$ cat src/rtl/prog_pwd_pkg.sv
package prog_pwd_pkg;

  typedef enum logic {
    ST_NORMAL = 1'b0,
    ST_PROG   = 1'b1
  } progState_t;

  // Strobes sent from the control to the datapath
  typedef struct packed {
    logic shiftEn;
    logic loadCmp;
    logic clearCmp;
  } dpStrobe_t;

endpackage

$ cat src/rtl/prog_pwd_sync.sv
module prog_pwd_sync #(
  parameter int WIDTH  = 3,
  parameter int STAGES = 2
) (
  input  logic             clk,
  input  logic             rstN,
  input  logic [WIDTH-1:0] asyncIn,
  output logic [WIDTH-1:0] syncOut
);

  logic [STAGES-1:0][WIDTH-1:0] stageQ;

  for (genvar s = 0; s < STAGES; s++) begin : g_stage
    if (s == 0) begin : g_first
      always_ff @(posedge clk or negedge rstN) begin
        if (!rstN) stageQ[s] <= '0;
        else       stageQ[s] <= asyncIn;
      end
    end else begin : g_next
      always_ff @(posedge clk or negedge rstN) begin
        if (!rstN) stageQ[s] <= '0;
        else       stageQ[s] <= stageQ[s-1];
      end
    end
  end

  assign syncOut = stageQ[STAGES-1];

endmodule

$ cat src/rtl/prog_pwd_datapath.sv
module prog_pwd_datapath
  import prog_pwd_pkg::*;
#(
  parameter int               PWD_W    = 8,
  parameter logic [PWD_W-1:0] PASSWORD = 8'hB6
) (
  input  logic      clk,
  input  logic      rstN,
  input  logic      dataBit,
  input  dpStrobe_t strobe,
  output logic      matchNow
);

  logic [PWD_W-1:0] shiftReg;
  logic [PWD_W-1:0] cmpReg;
  logic             cmpValid;

  // MSB first: older bits move toward the top of the register
  always_ff @(posedge clk or negedge rstN) begin
    if (!rstN)              shiftReg <= '0;
    else if (strobe.shiftEn) shiftReg <= {shiftReg[PWD_W-2:0], dataBit};
  end

  always_ff @(posedge clk or negedge rstN) begin
    if (!rstN) begin
      cmpReg   <= '0;
      cmpValid <= 1'b0;
    end else if (strobe.clearCmp) begin
      cmpReg   <= '0;
      cmpValid <= 1'b0;
    end else if (strobe.loadCmp) begin
      cmpReg   <= shiftReg;
      cmpValid <= 1'b1;
    end
  end

  assign matchNow = cmpValid && (cmpReg == PASSWORD);

endmodule

$ cat src/rtl/prog_pwd_ctrl.sv
module prog_pwd_ctrl
  import prog_pwd_pkg::*;
(
  input  logic      clk,
  input  logic      rstN,
  input  logic      clkSync,
  input  logic      strobeSync,
  input  logic      mstrRst,
  input  logic      purActive,
  input  logic      endProg,
  input  logic      matchNow,
  output dpStrobe_t strobe,
  output logic      progMode,
  output logic      wdogDisable,
  output logic      wdogRearm,
  output logic      sysRstReq
);

  progState_t state;
  logic       clkPrev;
  logic       strobePrev;
  logic       clkRise;
  logic       strobeFall;
  logic       exitNow;
  logic       enterNow;

  always_ff @(posedge clk or negedge rstN) begin
    if (!rstN) begin
      clkPrev    <= 1'b0;
      strobePrev <= 1'b0;
    end else begin
      clkPrev    <= clkSync;
      strobePrev <= strobeSync;
    end
  end

  assign clkRise    = clkSync & ~clkPrev;
  assign strobeFall = strobePrev & ~strobeSync;
  assign exitNow    = (state == ST_PROG) && endProg;
  assign enterNow   = (state == ST_NORMAL) && matchNow;

  always_comb begin
    strobe.shiftEn  = clkRise;
    strobe.loadCmp  = strobeFall && !mstrRst && !purActive;
    strobe.clearCmp = exitNow;
  end

  always_ff @(posedge clk or negedge rstN) begin
    if (!rstN) begin
      state       <= ST_NORMAL;
      wdogDisable <= 1'b0;
      wdogRearm   <= 1'b0;
      sysRstReq   <= 1'b0;
    end else begin
      wdogRearm <= 1'b0;
      sysRstReq <= 1'b0;
      if (enterNow) begin
        state       <= ST_PROG;
        wdogDisable <= 1'b1;
        sysRstReq   <= 1'b1;
      end else if (exitNow) begin
        state       <= ST_NORMAL;
        wdogDisable <= 1'b0;
        wdogRearm   <= 1'b1;
        sysRstReq   <= 1'b1;
      end
    end
  end

  assign progMode = (state == ST_PROG);

endmodule

$ cat src/rtl/prog_pwd_detect.sv
module prog_pwd_detect
  import prog_pwd_pkg::*;
#(
  parameter int               PWD_W       = 8,
  parameter logic [PWD_W-1:0] PASSWORD    = 8'hB6,
  parameter int               SYNC_STAGES = 2
) (
  input  logic clk,
  input  logic rstN,
  input  logic serData,
  input  logic serClk,
  input  logic loadStrobe,
  input  logic mstrRst,
  input  logic purActive,
  input  logic endProg,
  output logic progMode,
  output logic wdogDisable,
  output logic wdogRearm,
  output logic sysRstReq
);

  localparam int LINE_CNT = 3;

  logic [LINE_CNT-1:0] lineSync;
  dpStrobe_t           strobe;
  logic                matchNow;

  prog_pwd_sync #(
    .WIDTH  (LINE_CNT),
    .STAGES (SYNC_STAGES)
  ) u_sync (
    .clk     (clk),
    .rstN    (rstN),
    .asyncIn ({loadStrobe, serClk, serData}),
    .syncOut (lineSync)
  );

  prog_pwd_datapath #(
    .PWD_W    (PWD_W),
    .PASSWORD (PASSWORD)
  ) u_dp (
    .clk      (clk),
    .rstN     (rstN),
    .dataBit  (lineSync[0]),
    .strobe   (strobe),
    .matchNow (matchNow)
  );

  prog_pwd_ctrl u_ctrl (
    .clk         (clk),
    .rstN        (rstN),
    .clkSync     (lineSync[1]),
    .strobeSync  (lineSync[2]),
    .mstrRst     (mstrRst),
    .purActive   (purActive),
    .endProg     (endProg),
    .matchNow    (matchNow),
    .strobe      (strobe),
    .progMode    (progMode),
    .wdogDisable (wdogDisable),
    .wdogRearm   (wdogRearm),
    .sysRstReq   (sysRstReq)
  );

endmodule

$ cat config.mk
export PLATFORM = sky130hd
export DESIGN_NAME = prog_pwd_detect
export DESIGN_NICKNAME = d
export VERILOG_FILES = /design/src/rtl/prog_pwd_pkg.sv /design/src/rtl/prog_pwd_sync.sv /design/src/rtl/prog_pwd_datapath.sv /design/src/rtl/prog_pwd_ctrl.sv /design/src/rtl/prog_pwd_detect.sv
export SDC_FILE = /design/constraint.sdc
export NUM_CORES = 1
export LEC_CHECK = 0
export BUFFER_PORTS_ARGS = -buffer_cell sky130_fd_sc_hd__buf_2
export CAP_MARGIN = 0
export CORE_UTILIZATION = 52
export CTS_BUF_LIST = sky130_fd_sc_hd__clkbuf_4
export DETAILED_ROUTE_END_ITERATION = 10
export GPL_TIMING_DRIVEN = 0
export PLACE_DENSITY = 0.84
export SYNTH_ARGS = -nofsm -noshare
export SYNTH_HDL_FRONTEND = slang
export SYNTH_SLANG_ARGS = --single-unit
$ cat constraint.sdc
create_clock -name clk -period 1.3 [get_ports clk]
set_clock_uncertainty 0.15 [all_clocks]
set_input_delay 0.39 -clock clk [delete_from_list [all_inputs] [get_ports clk]]
set_output_delay 0.39 -clock clk [all_outputs]
set_load 0.03 [all_outputs]
======== Word-level counts from Yosys, hierarchy flattened ========
Cells that the tools add are included.
operators by class
  add/subtract/negate cells ............... 0
  $mul .................................... 0
  divide/modulo/power cells ............... 0
  $lt $le $gt $ge ......................... 0
  equal/unequal tests ..................... 1
  shifts and indexed selects .............. 0
  multiplexer cells ....................... 9
  bitwise gates (word level) .............. 5
  reductions and logical operators ........ 9
operators with widths
  kind                number
  $mux 8              2
  $eq 8x8->1 const B  1
  $mux 1              7
  $logic_and 1x1->1   5
  $reduce_bool 2->1   2
  $not 1->1           3
  $and 1x1->1         2
  $logic_not 1->1     2
storage, ports and cells
  register bits after elaboration ......... 28
  latch bits .............................. 0
  bits in writable memories ............... 0
  ROM bits ................................ 0
  bits of input ports ..................... 8
  output and inout bits ................... 4
  logic and storage cells ................. 34
  memories ................................ 0

======== Depth between registers and ports, before layout ========
Gate-level depths: netlist of the first run.
  depth after elaboration ................. 6
  depth in mapped cells ................... 4
  depth with buffers taken out ............ 4

======== By module ========
From an unflattened synthesis of the first run, not the netlist that was laid out.
second synthesis, totals
  cells, all modules ...................... 74
  area total of the unflattened synthesis .. 1,099.8 um^2
by module, submodules not included
  module             instances  cells each  area each (um^2)  sequential area each (um^2)
  prog_pwd_datapath  1          50          720.7             425.4
  prog_pwd_ctrl      1          15          206.4             125.1
  prog_pwd_sync      1          9           172.7             150.1

======== Least setup slack after synthesis of the first run ========
OpenSTA, ideal clock, no wires.
  path type ............................... register to register
  from .................................... register u_ctrl.state (netlist: u_ctrl.progMode)
  to ...................................... register u_dp.cmpReg[0]
  library setup time ...................... 0.121 ns
  arrival ................................. 1.140 ns
  data required time ...................... 1.029 ns
  slack ................................... -0.111 ns
  stages on the path, launching flop included .. 5
  buffers on the path ..................... 1
  period minus slack after synthesis ...... 1.411 ns
  path through ............................ dfrtp_1 > nand2_1 > and2_2 > buf_6 > a22o_2
on the way
  longest elaborated chain between the ends .. 2
  elaborated cells between the ends (all ways) .. 3
  classes of those cells .................. mux (1); reduce/logical (2)
ends and longest elaborated chain
  element                                      RTL line                 RTL
  start, declared                              prog_pwd_ctrl.sv:19      progState_t state;
  start signal, assigned                       prog_pwd_ctrl.sv:50      state <= ST_NORMAL;
  start signal, assigned                       prog_pwd_ctrl.sv:58      state <= ST_PROG;
  start signal, assigned                       prog_pwd_ctrl.sv:62      state <= ST_NORMAL;
  $logic_and 1x1->1 (*)                        prog_pwd_ctrl.sv:39      assign exitNow = (state == ST_PROG) && endProg;
  $mux 8 or $reduce_bool 2->1 (tied branches)  n/a
  end signal, assigned                         prog_pwd_datapath.sv:32  cmpReg <= shiftReg;
  end, declared                                prog_pwd_datapath.sv:15  logic [PWD_W-1:0] cmpReg;
Mark *: on every way between the ends. The rest lies on a longest branch, timed or not.
A chain may end at the register's enable or synchronous reset.

==> results of run 1 <==
[cell usage in the layout, fill, tap and decap left out, types with 2 or more instances in the layout]
| master | synthesis | layout |
|---|---|---|
| nor2_1 | 3 | 2 |
| mux2_2 | 8 | 8 |
| a22o_2 | 8 | 8 |
| dlygate4sd3_1 | 0 | 4 |
| buf_2 | 1 | 8 |
| buf_6 | 1 | 5 |
| clkbuf_4 | 0 | 3 |
| dfrtp_1 | 28 | 27 |
| nand2_1 | 2 | 2 |
[cells in the mapped netlist]
cell type  instances  area, sq um
inv_1              2        7.510
nor4bb_1           1        10.01
buf_6              1        11.26
and4b_1            1        10.01
buf_2              1        5.000
mux2_2             8        90.09
buf_4              1        7.510
nor2_1             3        11.26
o21ai_0            1        5.000
nand4_1            1        6.260
and2_2             1        7.510
nor4b_4            1        23.77
nor2b_1            1        6.260
dfrtp_1           28        700.7
a22o_2             8        80.08
nand2_1            2        7.510
[where the power goes]
group | switching, mW | total, mW | internal [mW] | leakage [nW]
registers | 0.125 | 1.19 | 1.07 | 0.341
clock network | 0.236 | 0.548 | 0.312 | 0.0279
logic | 0.0814 | 0.281 | 0.199 | 0.197
[timing repair]
item,in CTS,in global routing
endpoints found under the hold margin,28,3
endpoints found under the setup margin,20,20
resized for setup,10,3
hold buffers,1,3
setup buffers,1,0
pin swaps,7,3
[worst min-delay path by stage]
stage	cells past startpoint	slack [ns]	endpoint
6_report	2	0.1	u_ctrl.progMode
5_1_grt	2	0.07	u_ctrl.progMode
4_1_cts	1	0.007	u_sync.stageQ[0]
3_3_place_gp	0	0.18	u_sync.syncOut[2]
2_1_floorplan	0	-0.06	u_ctrl.clkPrev
3_5_place_dp	0	0.18	u_sync.syncOut[1]
[worst register-to-register path: stages, from the launching register on]
cell and delay (ns):
dfrtp_1 0.43, nor4b_4 0.33, nor2_4 0.12, a22o_2 0.25
[cells by family (layout without fill, tap and decap cells)]
family | after synthesis | after routing | synth area share [%]
flops | 28 | 28 | 70.80
buf+inv | 5 | 24 | 3.161
compound gates | 9 | 9 | 8.597
simple gates | 11 | 11 | 8.345
mux | 8 | 8 | 9.103
[layer usage]
metal  global-route usage [%]  share of wire [%]
met1                    20.11                 48
met2                    23.71                 47
met3                    3.571                3.8
met4                    7.273               0.75
met5                        0                  0
[state kept, by name (all words and copies together) (netlist names)]
register and count:
u_sync.stageQ 3, u_ctrl.wdogRearm 1, u_ctrl.clkPrev 1, u_ctrl.strobePrev 1
u_dp.cmpReg 8, u_dp.shiftReg 8, u_dp.cmpValid 1, u_ctrl.progMode 1
u_ctrl.sysRstReq 1, u_sync.syncOut 3
[stage by stage]
step	setup TNS, ns	total power, mW	worst slack, ns	std cells
6_report	-1.037	2.021	-0.2356	105
5_1_grt	-1.672	2.122	-0.2862	105
4_1_cts	-1.089	2.024	-0.2434	102
3_5_place_dp	-1.645	1.472	-0.2102	97
3_3_place_gp	-1.574	1.446	-0.1976	97
2_1_floorplan	-0.1419	1.379	-0.01773	61
[layout make-up]
cell class / instances / area, sq um
Buffer: 2 / 22.52
Multi-Input combinational cell: 28 / 269.0
Tap cell: 25 / 31.28
Timing Repair Buffer: 16 / 121.4
Inverter: 2 / 7.507
Sequential cell: 28 / 701.9
Clock inverter: 1 / 30.03
Fill cell: 124 / 558.0
Clock buffer: 3 / 22.52
==> flow_summary.json, run 1 <==
{
  "hp-class": "in -> reg",
  "crit_path_start_kind": "flop",
  "worst_pin_slew_ns": 0.5845,
  "dr.pass1.iters": 2,
  "clkLatencyLatePin_ns": 0.32,
  "cp-end-kind": "primary output",
  "finish.utilization_pct": 68.37,
  "syn-num-nets": 69,
  "status": "complete, but fails checks",
  "synth-seq-cells": 28,
  "ff2ff_path_depth": 3,
  "netlist_area_sq_um": 989.7,
  "cp_top_family": "flip-flops",
  "cp_max_fo": 3,
  "rsz0062_at_grt": "yes",
  "avgViaCountPerCell": 4.990,
  "violations": "setup timing",
  "clock-sinks": 28,
  "detail-route-antenna-nets": 0,
  "crit_slowest_cell": "dfrtp_2",
  "syn_avg_cell_area_sq_um": 16.22,
  "grt-ovfl-total": 0,
  "reg2reg_from": "u_sync.syncOut[2]",
  "report.final.slew_viol_count": 0,
  "finalHoldViolCount": 0,
  "max_freq_ghz": 0.6512,
  "place_area_sq_um": 1080,
  "setup.worst_path.start": "u_ctrl.progMode",
  "leakagePower_nw": 0.5661,
  "cts_buffer_depth": 2,
  "dieArea_sq_um": 2082,
  "ioPinCount": 12,
  "cts_tree": "done",
  "r2r_end": "u_dp.cmpReg[6]",
  "cap_violations": 0,
  "wl_per_cell_um": 12.77,
  "grt_pass1_vias": 508,
  "areaGrowthSynthToFinish_pct": 21.87,
  "start_util_pct": 56.10,
  "grt_util_all_layers_pct": 15.23,
  "cts_root_buf": "clkbuf_4",
  "core_region_area_sq_um": 1764,
  "antenna_found_initial": 0,
  "yosys_warnings": 0,
  "drt_iter0_markers": 6,
  "path_buf_inv": 2,
  "power_density_nw_per_um2": 1676,
  "setup_viol_count_final": 12,
  "crit_path_max_incr_delay_ns": 0.44,
  "yosysSeqAreaShare_pct": 70.80,
  "clk_pin_slew_worst_paths_ns": 0.14,
  "gp_congestion": 0.6737,
  "crit_chain": "buf_6, buf_6",
  "die_h_um": 45.63,
  "reg2reg_slack_ns": -0.06,
  "hold_ws_ns": 0.09525,
  "synth_cells": 61,
  "routed-via-count": 524,
  "fin_crit_ns": 1.536,
  "drive_gt1_share_pct": 50.00,
  "timing.slew.headroom_pct": 61.03,
  "min_period_over_period_pct": 118.1,
  "hp-start": "endProg",
  "placementRows": 15,
  "grt_first_pass_wirelength_um": 2201,
  "die_w_um": 45.63,
  "cp_data_arrival_time_ns": 1.00,
  "grt_start_max_net_pins": 29,
  "cts.htree.levels": 1,
  "place_hpwl_um": 899.3,
  "fin_area_sq_um": 1206,
  "crit_path_end": "wdogDisable",
  "ir_worst_vdd_uv": 1093,
  "cp_data_required_time_ns": 0.76,
  "nNetsFinal": 89,
  "cp_common_cell": "buf_6",
  "wirelength_um": 1341,
  "synth_cell_types": 16,
  "num_antenna_cells": 0,
  "crit_type": "reg -> out",
  "layout_setup_ws_ns": -0.2356,
  "cts-buffers-inserted": 3,
  "worst-path-stages": 2,
  "post-route-drc-count": 0,
  "io_buffer_count": 11
}
(Power assumes the default switching activity.)
==> run 2: changes to the inputs <==
--- a/config.mk
+++ b/config.mk
@@ -5,13 +5,14 @@
 export SDC_FILE = /design/constraint.sdc
 export NUM_CORES = 1
 export LEC_CHECK = 0
+export ABC_AREA = 1
 export BUFFER_PORTS_ARGS = -buffer_cell sky130_fd_sc_hd__buf_2
 export CAP_MARGIN = 0
-export CORE_UTILIZATION = 52
+export CORE_UTILIZATION = 53
 export CTS_BUF_LIST = sky130_fd_sc_hd__clkbuf_4
 export DETAILED_ROUTE_END_ITERATION = 10
 export GPL_TIMING_DRIVEN = 0
-export PLACE_DENSITY = 0.84
+export PLACE_DENSITY = 0.85
 export SYNTH_ARGS = -nofsm -noshare
 export SYNTH_HDL_FRONTEND = slang
 export SYNTH_SLANG_ARGS = --single-unit
==> flow_summary.json, run 2 <==
{
  "status": "complete, but fails checks",
  "violations": "setup timing",
  "placementRows": 15,
  "worst_pin_slew_ns": 0.3747,
  "top_layer": "met4",
  "die_h_um": 47.14,
  "met1_length_um": 710,
  "cp_max_fo": 3,
  "dr.pass1.iters": 4,
  "yosysSeqAreaShare_pct": 64.89,
  "core_region_area_sq_um": 1821,
  "wl_per_cell_um": 11.30,
  "cap_violations": 0,
  "synthAdderAreaFrac_pct": 0,
  "syn_avg_cell_area_sq_um": 10.48,
  "layout_commonest_cell": "nand2_1",
  "synthMuxAreaShare_pct": 0,
  "leakagePower_nw": 0.6793,
  "reg_top3": "u_dp.cmpReg x8, u_dp.shiftReg x8",
  "timing.slew.headroom_pct": 75.02,
  "finalHoldViolCount": 0,
  "grt_start_max_net_pins": 29,
  "fin_crit_ns": 1.545,
  "synth_cells": 103,
  "cp_data_arrival_time_ns": 1.00,
  "ys.flop_type": "dfrtp_1",
  "timing.setup.tns_ns": -0.6262,
  "synthTopCellsByArea": "dfrtp_1 (65%), nand2_1 (9.7%), nand3_1 (7.0%)",
  "io_buffer_count": 11,
  "synthDominantCellAreaShare_pct": 64.89,
  "setup_viol_count_final": 4,
  "rsz0062_at_grt": "yes",
  "max_freq_ghz": 0.6473,
  "ioPinCount": 12,
  "drive_gt1_share_pct": 21.14,
  "routed-via-count": 773,
  "cts_buffer_depth": 2,
  "synth_xor_area_share_pct": 0,
  "yosysTopAreaCell": "dfrtp_1",
  "wirelength_um": 1673,
  "syn-num-nets": 111,
  "clk_pin_slew_worst_paths_ns": 0.14,
  "synth_compound_area_share_pct": 1.738,
  "synth-seq-cells": 28,
  "grt_pass1_vias": 731,
  "hold_ws_ns": 0.2154,
  "drt_iter0_markers": 21,
  "dieArea_sq_um": 2222,
  "min_period_over_period_pct": 118.8,
  "grt-ovfl-total": 0,
  "areaGrowthSynthToFinish_pct": 17.26,
  "synth_edf_count": 0,
  "clkLatencyLatePin_ns": 0.32,
  "final_cell_mix": "nand2_1 (28), dfrtp_1 (27), nand3_1 (15), inv_1 (8), nand4_1 (8)",
  "dp_slack_ns": 0.01311,
  "clock-sinks": 28,
  "grt_first_pass_wirelength_um": 2842,
  "synth_common_cells": "dfrtp_1 (28), nand2_1 (28), nand3_1 (15)",
  "synth_top_family_by_area": "simple AND/OR/NAND/NOR gates",
  "wl_met2_um": 896,
  "place_hpwl_um": 1155,
  "placedCellCount": 139,
  "ir_worst_vdd_uv": 886.7,
  "yosys_warnings": 0,
  "synth_cell_types": 15,
  "layout_setup_ws_ns": -0.2448,
  "cts-buffers-inserted": 3,
  "yosys.area_share.simple_pct": 27.46,
  "cp_data_required_time_ns": 0.76,
  "cp-end-kind": "primary output",
  "start_util_pct": 59.31,
  "crit_type": "reg -> out",
  "gp_congestion": 0.7380,
  "cts_tree": "done",
  "crit_path_start_kind": "flop",
  "hp-class": "reg -> reg",
  "report.final.slew_viol_count": 0,
  "power_density_nw_per_um2": 1299,
  "met3_length_um": 47,
  "num_antenna_cells": 0,
  "synth-async-reset-ratio_pct": 100.0,
  "grt_util_all_layers_pct": 18.67,
  "fin_cells": 148,
  "cts.htree.levels": 1,
  "detail-route-antenna-nets": 0,
  "antenna_found_initial": 0,
  "avgViaCountPerCell": 5.223,
  "die_w_um": 47.14,
  "cts_root_buf": "clkbuf_4",
  "fin_total_pwr_mw": 1.645,
  "post-route-drc-count": 0,
  "nNetsFinal": 132,
  "netlist_area_sq_um": 1080
}
==> run 2: changes by cell type after synthesis, moves of 2 or more <==
cell,delta
a22o_2,-8
inv_1,+6
mux2_2,-8
nand2_1,+26
nand2_4,+2
nand3_1,+15
nand4_1,+7
nor2_4,+2
==> run 2: metal layers <==
metal	vias up	GRT usage [%]
met5	-	0
li1	374	-
met4	0	8.571
met2	18	34.17
met1	379	20.98
met3	2	3.462
==> run 2: report_power, final <==
| group | switching (mW) | leakage, nW | internal [mW] |
|---|---|---|---|
| Sequential | 0.0697 | 0.355 | 0.980 |
| Combinational | 0.141 | 0.309 | 0.104 |
| Clock | 0.237 | 0.0154 | 0.113 |
==> run 2: area by class of cell <==
| class | count | area [sq um] |
|---|---|---|
| buffer | 3 | 33.78 |
| inverter | 9 | 33.78 |
| timing repair buffer | 16 | 123.9 |
| multi-input combinational | 63 | 315.3 |
| tap | 25 | 31.28 |
| fill | 152 | 554.3 |
| clock buffer | 3 | 22.52 |
| clock inverter | 1 | 3.754 |
| sequential | 28 | 701.9 |
==> run 2: logic make-up (layout without fill, tap and decap cells) <==
logic type      count (synthesis)  after routing
compound gates                  3              3
flops                          28             28
simple gates                   60             60
buf+inv                        12             32
==> run 2: per-stage QoR <==
step	instance area [sq um]	util [%]
floorplan	1081	-
global placement	1167	64.12
detailed placement	1167	64.12
CTS	1234	67.77
global route	1266	69.55
finish	1266	69.55
==> run 2: what timing repair did <==
action | CTS | global route
endpoints found under the setup margin | 4 | 5
resized for setup | 7 | 1
hold endpoints to repair | 28 | 3
hold buffers | 1 | 3
setup buffers | 1 | 0
==> run 2: path summary, 6_finish.rpt <==
check                                  from                 to  slack, ns  cells after the start
min in group asynchronous              rstN   u_ctrl.wdogRearm       0.38                      2
max in group asynchronous              rstN    u_ctrl.progMode       0.33                      2
max reg2reg                 u_ctrl.progMode     u_dp.cmpReg[4]       0.09                      5
min                        u_sync.stageQ[2]  u_sync.syncOut[2]       0.22                      0
max                         u_ctrl.progMode        wdogDisable      -0.24                      2
min reg2reg                u_sync.stageQ[2]  u_sync.syncOut[2]       0.22                      0
==> run 2: worst max-delay path, stage by stage (launching register included) <==
cell and delay (ns):
dfrtp_2 0.45, buf_6 0.12, buf_6 0.12
